$ cat config.mk
export PLATFORM = sky130hd
export DESIGN_NAME = uart_irq_ctrl
export DESIGN_NICKNAME = d
export VERILOG_FILES = /design/src/rtl/uart_irq_pkg.sv /design/src/rtl/uart_irq_trig.sv /design/src/rtl/uart_irq_regs.sv /design/src/rtl/uart_irq_ctrl.sv
export SDC_FILE = /design/constraint.sdc
export NUM_CORES = 1
export LEC_CHECK = 0
export ABC_AREA = 1
export CAP_MARGIN = 20
export CORE_MARGIN = 10
export CORE_UTILIZATION = 30
export DETAILED_ROUTE_END_ITERATION = 10
export GPL_ROUTABILITY_DRIVEN = 0
export PLACE_DENSITY_LB_ADDON = 0.12
export SLEW_MARGIN = 15
export SYNTH_ARGS = -nofsm -noshare
export SYNTH_HDL_FRONTEND = slang
export SYNTH_HIERARCHICAL = 1
export SYNTH_SLANG_ARGS = --single-unit
export TNS_END_PERCENT = 50
$ cat constraint.sdc
create_clock -name clk_i -period 1.35 [get_ports clk_i]
set_input_delay 0.2025 -clock clk_i [delete_from_list [all_inputs] [get_ports clk_i]]
set_output_delay 0.2025 -clock clk_i [all_outputs]
set_load 0.03 [all_outputs]
$ cat src/rtl/uart_irq_pkg.sv
package uart_irq_pkg;

  localparam int unsigned NSRC      = 4;
  localparam int unsigned SRC_RX    = 0;
  localparam int unsigned SRC_ERR   = 1;
  localparam int unsigned SRC_TX    = 2;
  localparam int unsigned SRC_MODEM = 3;

  localparam int unsigned TRIG_W    = 3;
  localparam logic [1:0]  RX_MODE_DMA = 2'b10;

  typedef enum logic [1:0] {
    SEL_PEND = 2'b00,
    SEL_SRC  = 2'b01,
    SEL_MASK = 2'b10,
    SEL_NONE = 2'b11
  } wr_sel_e;

  function automatic int unsigned chan_mult(int unsigned ch);
    case (ch)
      0:       return 32;
      1, 4:    return 8;
      2, 3:    return 2;
      default: return 0;
    endcase
  endfunction

endpackage

$ cat src/rtl/uart_irq_trig.sv
module uart_irq_trig
  import uart_irq_pkg::*;
#(
  parameter int unsigned CHANNEL = 0,
  parameter int unsigned CNT_W   = 8
) (
  input  logic              fifo_en_i,
  input  logic [TRIG_W-1:0] tx_trig_i,
  input  logic [TRIG_W-1:0] rx_trig_i,
  input  logic              rx_tout_en_i,
  input  logic [CNT_W-1:0]  tx_cnt_i,
  input  logic [CNT_W-1:0]  rx_cnt_i,
  input  logic              rx_ready_i,
  output logic              tx_set_o,
  output logic              rx_set_o
);

  localparam int unsigned MULT  = chan_mult(CHANNEL);
  localparam int unsigned SHIFT = (MULT > 1) ? $clog2(MULT) : 0;
  localparam int unsigned LVL_W = TRIG_W + 1 + 6;
  localparam int unsigned CMP_W = (CNT_W > LVL_W) ? CNT_W : LVL_W;

  logic [LVL_W-1:0] tx_lvl, rx_lvl;
  logic [TRIG_W:0]  rx_fld_p1;
  logic [CMP_W-1:0] tx_cnt_x, rx_cnt_x, tx_lvl_x, rx_lvl_x;
  logic             tx_hit, rx_hit, rx_nz;

  assign rx_fld_p1 = {1'b0, rx_trig_i} + 1'b1;

  // every nonzero multiplier is a power of two: scale by shift
  generate
    if (MULT == 0) begin : g_no_lvl
      assign tx_lvl = '0;
      assign rx_lvl = '0;
    end else begin : g_shift_lvl
      assign tx_lvl = LVL_W'(tx_trig_i) << SHIFT;
      assign rx_lvl = LVL_W'(rx_fld_p1) << SHIFT;
    end
  endgenerate

  assign tx_cnt_x = CMP_W'(tx_cnt_i);
  assign rx_cnt_x = CMP_W'(rx_cnt_i);
  assign tx_lvl_x = CMP_W'(tx_lvl);
  assign rx_lvl_x = CMP_W'(rx_lvl);

  assign tx_hit = tx_cnt_x <= tx_lvl_x;
  assign rx_hit = rx_cnt_x >= rx_lvl_x;
  assign rx_nz  = (|rx_cnt_i) & ~rx_tout_en_i;

  assign tx_set_o = fifo_en_i & tx_hit;
  assign rx_set_o = fifo_en_i ? (rx_hit | rx_nz) : rx_ready_i;

endmodule

$ cat src/rtl/uart_irq_regs.sv
module uart_irq_regs
  import uart_irq_pkg::*;
#(
  parameter int unsigned N = NSRC
) (
  input  logic         clk_i,
  input  logic         rst_ni,
  input  logic [N-1:0] set_i,
  input  logic         wr_en_i,
  input  wr_sel_e      wr_sel_i,
  input  logic [N-1:0] wr_data_i,
  output logic [N-1:0] src_o,
  output logic [N-1:0] mask_o,
  output logic [N-1:0] pend_o,
  output logic         irq_o
);

  logic [N-1:0] src_q, src_d, mask_q, mask_d, pend_q, pend_d, clr;
  logic         mask_we, upd;

  always_comb begin
    clr     = '0;
    mask_we = 1'b0;
    upd     = |set_i;
    if (wr_en_i) begin
      case (wr_sel_i)
        SEL_PEND: begin clr = wr_data_i; upd = 1'b1; end
        SEL_SRC:  clr = wr_data_i;
        SEL_MASK: begin mask_we = 1'b1; upd = 1'b1; end
        default:  ;
      endcase
    end
  end

  // set beats clear per bit
  generate
    for (genvar g = 0; g < N; g++) begin : g_src
      assign src_d[g] = (src_q[g] & ~clr[g]) | set_i[g];
    end
  endgenerate

  assign mask_d = mask_we ? wr_data_i : mask_q;
  // source-only clears leave pending stale until the next update
  assign pend_d = upd ? (src_d & ~mask_d) : pend_q;

  always_ff @(posedge clk_i or negedge rst_ni) begin
    if (!rst_ni) begin
      src_q  <= '0;
      mask_q <= '0;
      pend_q <= '0;
    end else begin
      src_q  <= src_d;
      mask_q <= mask_d;
      pend_q <= pend_d;
    end
  end

  assign src_o  = src_q;
  assign mask_o = mask_q;
  assign pend_o = pend_q;
  assign irq_o  = |pend_q;

endmodule

$ cat src/rtl/uart_irq_ctrl.sv
module uart_irq_ctrl
  import uart_irq_pkg::*;
#(
  parameter int unsigned CHANNEL = 0,
  parameter int unsigned CNT_W   = 8
) (
  input  logic             clk_i,
  input  logic             rst_ni,
  input  logic             wr_en_i,
  input  logic [1:0]       wr_sel_i,
  input  logic [3:0]       wr_data_i,
  input  logic             fifo_en_i,
  input  logic [2:0]       tx_trig_i,
  input  logic [2:0]       rx_trig_i,
  input  logic             rx_tout_en_i,
  input  logic [1:0]       rx_mode_i,
  input  logic [CNT_W-1:0] tx_cnt_i,
  input  logic [CNT_W-1:0] rx_cnt_i,
  input  logic             rx_ready_i,
  input  logic             rx_tout_i,
  input  logic             tx_done_i,
  input  logic             err_evt_i,
  input  logic             modem_evt_i,
  output logic [3:0]       src_o,
  output logic [3:0]       mask_o,
  output logic [3:0]       pend_o,
  output logic             irq_o,
  output logic             dma_busy_o
);

  logic            tx_lvl_set, rx_lvl_set;
  logic [NSRC-1:0] set_vec;

  uart_irq_trig #(
    .CHANNEL (CHANNEL),
    .CNT_W   (CNT_W)
  ) i_trig (
    .fifo_en_i    (fifo_en_i),
    .tx_trig_i    (tx_trig_i),
    .rx_trig_i    (rx_trig_i),
    .rx_tout_en_i (rx_tout_en_i),
    .tx_cnt_i     (tx_cnt_i),
    .rx_cnt_i     (rx_cnt_i),
    .rx_ready_i   (rx_ready_i),
    .tx_set_o     (tx_lvl_set),
    .rx_set_o     (rx_lvl_set)
  );

  always_comb begin
    set_vec            = '0;
    set_vec[SRC_RX]    = rx_lvl_set | rx_tout_i;
    set_vec[SRC_ERR]   = err_evt_i;
    set_vec[SRC_TX]    = tx_lvl_set | tx_done_i;
    set_vec[SRC_MODEM] = modem_evt_i;
  end

  uart_irq_regs #(
    .N (NSRC)
  ) i_regs (
    .clk_i     (clk_i),
    .rst_ni    (rst_ni),
    .set_i     (set_vec),
    .wr_en_i   (wr_en_i),
    .wr_sel_i  (wr_sel_e'(wr_sel_i)),
    .wr_data_i (wr_data_i),
    .src_o     (src_o),
    .mask_o    (mask_o),
    .pend_o    (pend_o),
    .irq_o     (irq_o)
  );

  assign dma_busy_o = (rx_mode_i == RX_MODE_DMA) && (rx_cnt_i == '0);

endmodule

[Yosys cells after proc, flatten, opt, wreduce, memory -nomap -nowiden]
Index checks and enable logic that the tools add are counted.
Widths: inputs -> output; s select.
Storage, ports and cells
  flip-flop bits (word level): 12
  input bits: 40
  output and inout port bits: 14
  word-level logic and storage cells: 45
Operators by class
  $add $sub $neg: 1
  order comparisons: 2
  equal/unequal tests: 3
  multiplexer cells: 8
  bitwise gates (word level): 20
  reduce and logical (&&, ||, !) cells: 8
Operators by type and width (count)
  $mux 4: 3
  $ge 8x9->1: 1
  $le 8x8->1: 1
  $logic_not 8->1: 1
  $reduce_or 4->1: 2
  $reduce_or 8->1: 1
  $or 1x1->1: 7
  $and 1x1->1: 6
  $mux 1: 5
  $not 1->1: 5
  $add 3x1->4 const B: 1
  $and 4x4->4: 1
  $eq 2x2->1 const B: 2
  $not 4->4: 1
  $reduce_or 2->1: 2
  $eq 2x1->1 const B: 1
  $logic_not 2->1: 1
  $logic_and 1x1->1: 1

[Depth between registers and ports, before layout]
Gate-level depths: netlist of the first run.
  depth after elaboration: 8
  depth in mapped cells: 15
  mapped depth without buffers: 15

[By module]
Netlist of the first run, hierarchy kept.
By module, submodules not included
  uart_irq_regs: instances 1, cells an instance 76, area each 603.1 µm², sequential area each 300.3 µm²
  uart_irq_trig: instances 1, cells an instance 53, area each 284.0 µm², sequential area each 0.0 µm²
  uart_irq_ctrl: instances 1, cells an instance 11, area each 47.5 µm², sequential area each 0.0 µm²

[Worst setup path before layout of the first run]
No wires, ideal clock.
  path type: input to register
  from: input port rx_trig_i[0]
  to: register i_regs.pend_q[0] (netlist: i_regs/pend_o[0])
  library setup time: 0.065 ns
  arrival: 1.863 ns
  required time: 1.285 ns
  slack: -0.578 ns
  stages: 15
  buffers on the path: 0
  path through: ha_1 -> xnor2_1 -> ha_1 -> nand2_1 -> nor2_1 -> nand3_1 -> nand3_1 -> nor2_1 -> nor2_1 -> or2_2 -> nor2_1 -> nand3_4 -> inv_1 -> nand2_1 -> nand2_1
Between the ends
  cells in the longest elaborated chain, start to end: 8
  elaborated cells on any way between the ends: 10
  classes of those cells: 1 x add/sub; 1 x order compare; 3 x mux; 4 x bitwise; 1 x reduce/logical
Ends and longest elaborated chain
  start: declaration: line uart_irq_ctrl.sv:14  | input logic [2:0] rx_trig_i,
  $add 3x1->4 (*): line uart_irq_trig.sv:28  | assign rx_fld_p1 = {1'b0, rx_trig_i} + 1'b1;
  $ge 8x9->1 (*): line uart_irq_trig.sv:47  | assign rx_hit = rx_cnt_x >= rx_lvl_x;
  $or 1x1->1 (*): line uart_irq_trig.sv:51  | assign rx_set_o = fifo_en_i ? (rx_hit | rx_nz) : rx_ready_i;
  $mux 1 (*): line uart_irq_trig.sv:51
  named net rx_lvl_set: line uart_irq_ctrl.sv:31  | logic tx_lvl_set, rx_lvl_set;
  $or 1x1->1 (*): line uart_irq_ctrl.sv:51  | set_vec[SRC_RX] = rx_lvl_set | rx_tout_i;
  named net set_vec[0]: line uart_irq_ctrl.sv:32  | logic [NSRC-1:0] set_vec;
  $reduce_or 4->1: line uart_irq_regs.sv:24  | upd = |set_i;
  $mux 1: line uart_irq_regs.sv:26  | case (wr_sel_i)
  $mux 1: line uart_irq_regs.sv:25  | if (wr_en_i) begin
  end signal: assignment: line uart_irq_regs.sv:54  | pend_q <= pend_d;
  end: declaration: line uart_irq_regs.sv:18  | logic [N-1:0] src_q, src_d, mask_q, mask_d, pend_q, pend_d, clr;
The timed path passes the listed nets; every way through them passes the cells marked *.
A chain may end at the register's enable or synchronous reset.

[Final worst setup path of the first run]
Ends and elaborated chain as after synthesis.

==> flow_summary.yaml, run 1 <==
sta:
  finalSetupViolations: 5
  period_minus_slack_ps: 1690
  skew_ps: 4.26
  slew_headroom: 0.779
  maxSlewViolCount: 0
  whs_ps: 232
  tightest_slew_ps: 333
  fin_ws_ps: -336
  period_share: 1.25
  rsz0062_at_grt: "yes"
  fmax_mhz: 593
  setup_tns_ps: -1490
  hold_viol: 0
worst_setup_path:
  cp_max_fo: 5
  arrival_ps: 1850
  rrSetupSlack_ps: 570
  r2r_cells: 5
  crit_type: "in2reg"
  cp.required_ps: 1510
  endpoint_kind: "flip-flop"
  reg2reg_from: "i_regs/mask_o[0]"
  r2r-end: "i_regs/pend_o[0]"
  cp-start-kind: "primary input"
floorplan:
  die_h_um: 75.8
  core_um2: 3030
  die_w_um: 75.8
  ios: 54
  dieArea_um2: 5750
  initial_utilization: 0.309
  num_rows: 20
route:
  drt_iter0_drc: 41
  drc_errors: 0
  drt_pre_antenna_iters: 4
  wl_per_cell_um: 11.6
  wl_um: 2890
  vias_per_cell: 4.27
  vias: 1062
  ant_nets: 0
clock_network:
  h-tree-depth: 1
  clkLatencyLatePin_ps: 270
  tritoncts: "done"
  clkTransAtPathRegs_ps: 80
  clock_sinks: 12
  clk_path_buf_depth: 2
  root_buffer: "clkbuf_4"
  cts_hold_buffers: 0
  cts_buffers: 3
synthesis:
  synth_area_um2: 935
  yosys_warnings: 6
  yosysSeqAreaShare: 0.321
  synth_cells: 140
  synth_seq_cells: 12
  syn_avg_cell_area_um2: 6.68
  synth_nets: 187
  synth.distinct_cells: 20
layout:
  layout-drive-gt1-share: 0.224
  nFillCells: 312
  final_cells: 249
  n_antenna_cell: 0
  syn_to_final_growth_pct: 81.0
  layout_common_cells: "nand2_1, inv_1, clkdlybuf4s50_1"
  nets: 253
  final_common_cell: "nand2_1"
grt:
  antenna_found_initial: 0
  overflow: 0
  grt_pass1_wl_um: 4830
  first_global_vias: 1121
  grtUsageTotal: 0.108
  grt_max_degree: 13
worst_hold_path:
  min_path_type: "in2async"
power:
  p_leak_nw: 0.870
  max-vdd-ir-drop_mv: 0.246
  power_per_cell_area_nw_per_um2: 756
place:
  dp_hpwl_um: 2540
  dp_cells: 244
  dp_slack_ps: -1030
  io_buffers: 53
job:
  max_cap_viol_count: 0
status:
  status: "finished with violations"
  violations: "setup timing"
## worst max path at each step
stage / from / to / slack [ps] / depth (start not counted)
after detailed placement: rx_trig_i[0] / i_regs/pend_o[3] / -1030 / 15
after global placement: rx_trig_i[0] / i_regs/pend_o[0] / -960 / 16
after floorplan: rx_trig_i[0] / i_regs/pend_o[0] / -400 / 15
final: rx_trig_i[0] / i_regs/pend_o[0] / -340 / 15
after CTS: rx_trig_i[0] / i_regs/pend_o[0] / -340 / 16
after global routing: rx_trig_i[0] / i_regs/pend_o[1] / -480 / 16
## flip-flops by register name, indices dropped and copies added, names as in the netlist
signal / flops
i_regs/mask_o: 4
i_regs/pend_o: 4
i_regs/src_o: 4
## power by group
| part | leakage, nW | switching, W | internal (W) | total, W |
|---|---|---|---|---|
| combinational | 0.718 | 0.000304 | 0.000268 | 0.000572 |
| sequential | 0.131 | 0.0000239 | 0.000403 | 0.000427 |
| clock | 0.0210 | 0.000116 | 0.000164 | 0.000280 |
| total | 0.870 | 0.000444 | 0.000834 | 0.00128 |
## metrics by stage
stage	instance area, µm²	power, W	utilization
global route	1690	0.00138	0.559
CTS	1680	0.00129	0.554
floorplan	970	0.000709	-
finish	1690	0.00128	0.559
global placement	1610	0.00101	0.532
detailed placement	1610	0.00102	0.532
## critical path, cell delays in order
cell and delay, ps:
buf_6 100, ha_4 150, xnor2_2 130, ha_1 290, nand2_1 60, nor2_1 40, nand3_1 70, nand3_1 60
nor2_1 90, nor2_1 40, or2_4 230, nor2_4 100, nand3_4 120, nand3_2 100, nand2_1 60
## synthesized netlist by cell type
cell	instances	area share
dfrtp_1	12	0.32
buf_6	1	0.012
nor4_1	1	0.0067
nor2_1	18	0.072
nand2_1	34	0.14
inv_2	2	0.0080
nand3_4	1	0.019
nor2_2	1	0.0067
a21oi_1	2	0.011
nand3_2	1	0.011
nand2_2	5	0.033
o21ai_0	1	0.0053
ha_1	7	0.094
inv_1	32	0.13
o21bai_1	1	0.0080
or2_2	2	0.013
nand3_1	13	0.070
nor3b_1	1	0.0080
nand4_1	4	0.027
xnor2_1	1	0.0094
## cells by family after synthesis
group | Yosys count | share of synthesized area
and+or+nand+nor | 81 | 0.403
buffers and inverters | 35 | 0.149
DFF | 12 | 0.321
adders and majority gates | 7 | 0.0937
AOI/OAI and AO/OA | 4 | 0.0241
xor gates and xnor gates | 1 | 0.00937
## routing by layer
layer	global-route usage	wire, µm
met5	0	0
met2	0.192	1430
met4	0.0433	27
met1	0.104	1080
met3	0.0521	360
## layout make-up
| class | count | area [µm²] | area share |
|---|---|---|---|
| clock buffer | 4 | 36.3 | 0.0214 |
| inverter | 34 | 130 | 0.0769 |
| multi-input combinational | 93 | 583 | 0.345 |
| sequential | 12 | 300 | 0.178 |
| tap | 44 | 55.1 | 0.0325 |
| timing repair buffer | 62 | 587 | 0.347 |
## timing repair
| action | CTS | global route |
|---|---|---|
| gates resized for setup | 47 | 4 |
| setup endpoints to repair | 19 | 7 |
| pin swaps | 17 | 3 |
| buffers inserted | 1 | 0 |
(Power assumes the default switching activity.)
==> run 2, diff against run 1 <==
- CTS_CLUSTER_SIZE: default -> 40
==> results of run 2 <==
Same layout as run 1: the final DEF is identical, and so are final timing and power.
==> run 3, diff against run 2 <==
- SKIP_CTS_REPAIR_TIMING: default -> 1
==> run 3 against run 2 <==
The flow still finishes with violations (setup timing). Clock skew fell by 3.4 ps. Utilization rose by 3.8 points. Setup slack improved by 12 ps. Sequential share of layout area fell by 1.1 points. Clock-buffer cell count did not move. Critical path type unchanged. Critical endpoint unchanged. Largest cell class unchanged.
==> flow_summary.yaml, run 3 (synthesis gave the netlist of run 1 again) <==
status:
  status: "finished with violations"
  violations: "setup timing"
route:
  wl_um: 2990
  vias_per_cell: 4.29
  ant_nets: 0
  drc_errors: 0
  drt_pre_antenna_iters: 4
  vias: 1063
  wl_per_cell_um: 12.1
  drt_iter0_drc: 33
worst_setup_path:
  critical-path-top-delay-family: "simple AND/OR/NAND/NOR gates"
  cp_num_buf_inv: 1
  cp-start-kind: "primary input"
  crit_type: "in2reg"
  cp_max_fo: 5
  crit_path_max_incr_delay_ps: 240
  arrival_ps: 1840
  cp_slowest_cell: "or2_4"
  cp.required_ps: 1510
  worstPathCellList: "buf_6 -> ha_4 -> xnor2_4 -> ha_4 -> nand2_2 -> nor2_1 -> nand3_1 -> nand3_1 -> nor2_1 -> nor2_1 -> or2_4 -> nor2_4 -> nand3_4 -> nand3_1 -> nand2_1"
  endpoint_kind: "flip-flop"
sta:
  tightest_slew_ps: 353
  fmax_mhz: 598
  finalSetupViolations: 5
  skew_ps: 0.906
  period_minus_slack_ps: 1670
  maxSlewViolCount: 0
  fin_ws_ps: -324
  period_share: 1.24
  rsz0062_at_grt: "yes"
  setup_tns_ps: -1310
  whs_ps: 235
  slew_headroom: 0.765
  hold_viol: 0
layout:
  n_antenna_cell: 0
  layout-drive-gt1-share: 0.230
  nFillCells: 279
  nets: 252
  final_common_cell: "nand2_1"
  syn_to_final_growth_pct: 93.2
  utilization: 0.596
  layout_common_cells: "nand2_1, inv_1, clkdlybuf4s50_1"
clock_network:
  cts_buffers: 3
  clock_sinks: 12
  clk_path_buf_depth: 2
  clkLatencyLatePin_ps: 270
  clkTransAtPathRegs_ps: 70
  h-tree-depth: 1
  root_buffer: "clkbuf_4"
  tritoncts: "done"
floorplan:
  core_um2: 3030
  initial_utilization: 0.309
  num_rows: 20
  ios: 54
  die_w_um: 75.8
  dieArea_um2: 5750
  die_h_um: 75.8
worst_hold_path:
  min_path_type: "in2async"
grt:
  antenna_found_initial: 0
  first_global_vias: 1104
  grt_pass1_wl_um: 4730
  overflow: 0
  grt_max_degree: 13
  grtUsageTotal: 0.105
place:
  dp_hpwl_um: 2540
  dp_slack_ps: -1030
  io_buffers: 53
power:
  max-vdd-ir-drop_mv: 0.252
  power_per_cell_area_nw_per_um2: 738
  total_power_w: 0.00133
  p_leak_nw: 1.02
job:
  max_cap_viol_count: 0
run 3: final cells by class:
cell class                      instances  area (µm²)  area share
Sequential cell                        12         300       0.166
Multi-Input combinational cell         93         624       0.346
Clock buffer                            4        36.3      0.0201
Inverter                               34         130      0.0721
Timing Repair Buffer                   61         659       0.365
Tap cell                               44        55.1      0.0305
run 3: metrics by stage:
| stage | area [µm²] | cells |
|---|---|---|
| after floorplan | 970 | 140 |
| after global placement | 1610 | 244 |
| after detailed placement | 1610 | 244 |
| after CTS | 1650 | 248 |
| after global routing | 1810 | 248 |
| final | 1810 | 248 |
run 3: worst register-to-register path: cells and delay by family, from the launching register on:
family	cells	cell delay (ps)
flip-flops	1	380
buffers and inverters	1	50
AND/OR/NAND/NOR	4	290
run 3: power breakdown:
part           internal [W]  switching, W
clock network      0.000164      0.000116
logic              0.000309      0.000317
registers          0.000403     0.0000238
total              0.000875      0.000456
run 3: final timing paths:
check,from,endpoint,slack (ps),cells after the start
min in group clk_i,i_regs/src_o[0],i_regs/src_o[0],510,2
setup reg to reg,i_regs/mask_o[1],i_regs/pend_o[1],570,5
hold reg to reg,i_regs/src_o[0],i_regs/src_o[0],510,2
setup / recovery,rx_trig_i[0],i_regs/pend_o[0],-320,15
max in group asynchronous,rst_ni,i_regs/mask_o[2],960,2
hold / removal,rst_ni,i_regs/pend_o[1],240,2
run 3: per-layer routing:
metal	wire, µm	track usage	up-vias
li1	-	-	556
met1	1140	0.101	471
met2	1500	0.189	34
met3	328	0.0508	2
met4	27	0.0433	0
met5	0	0	-
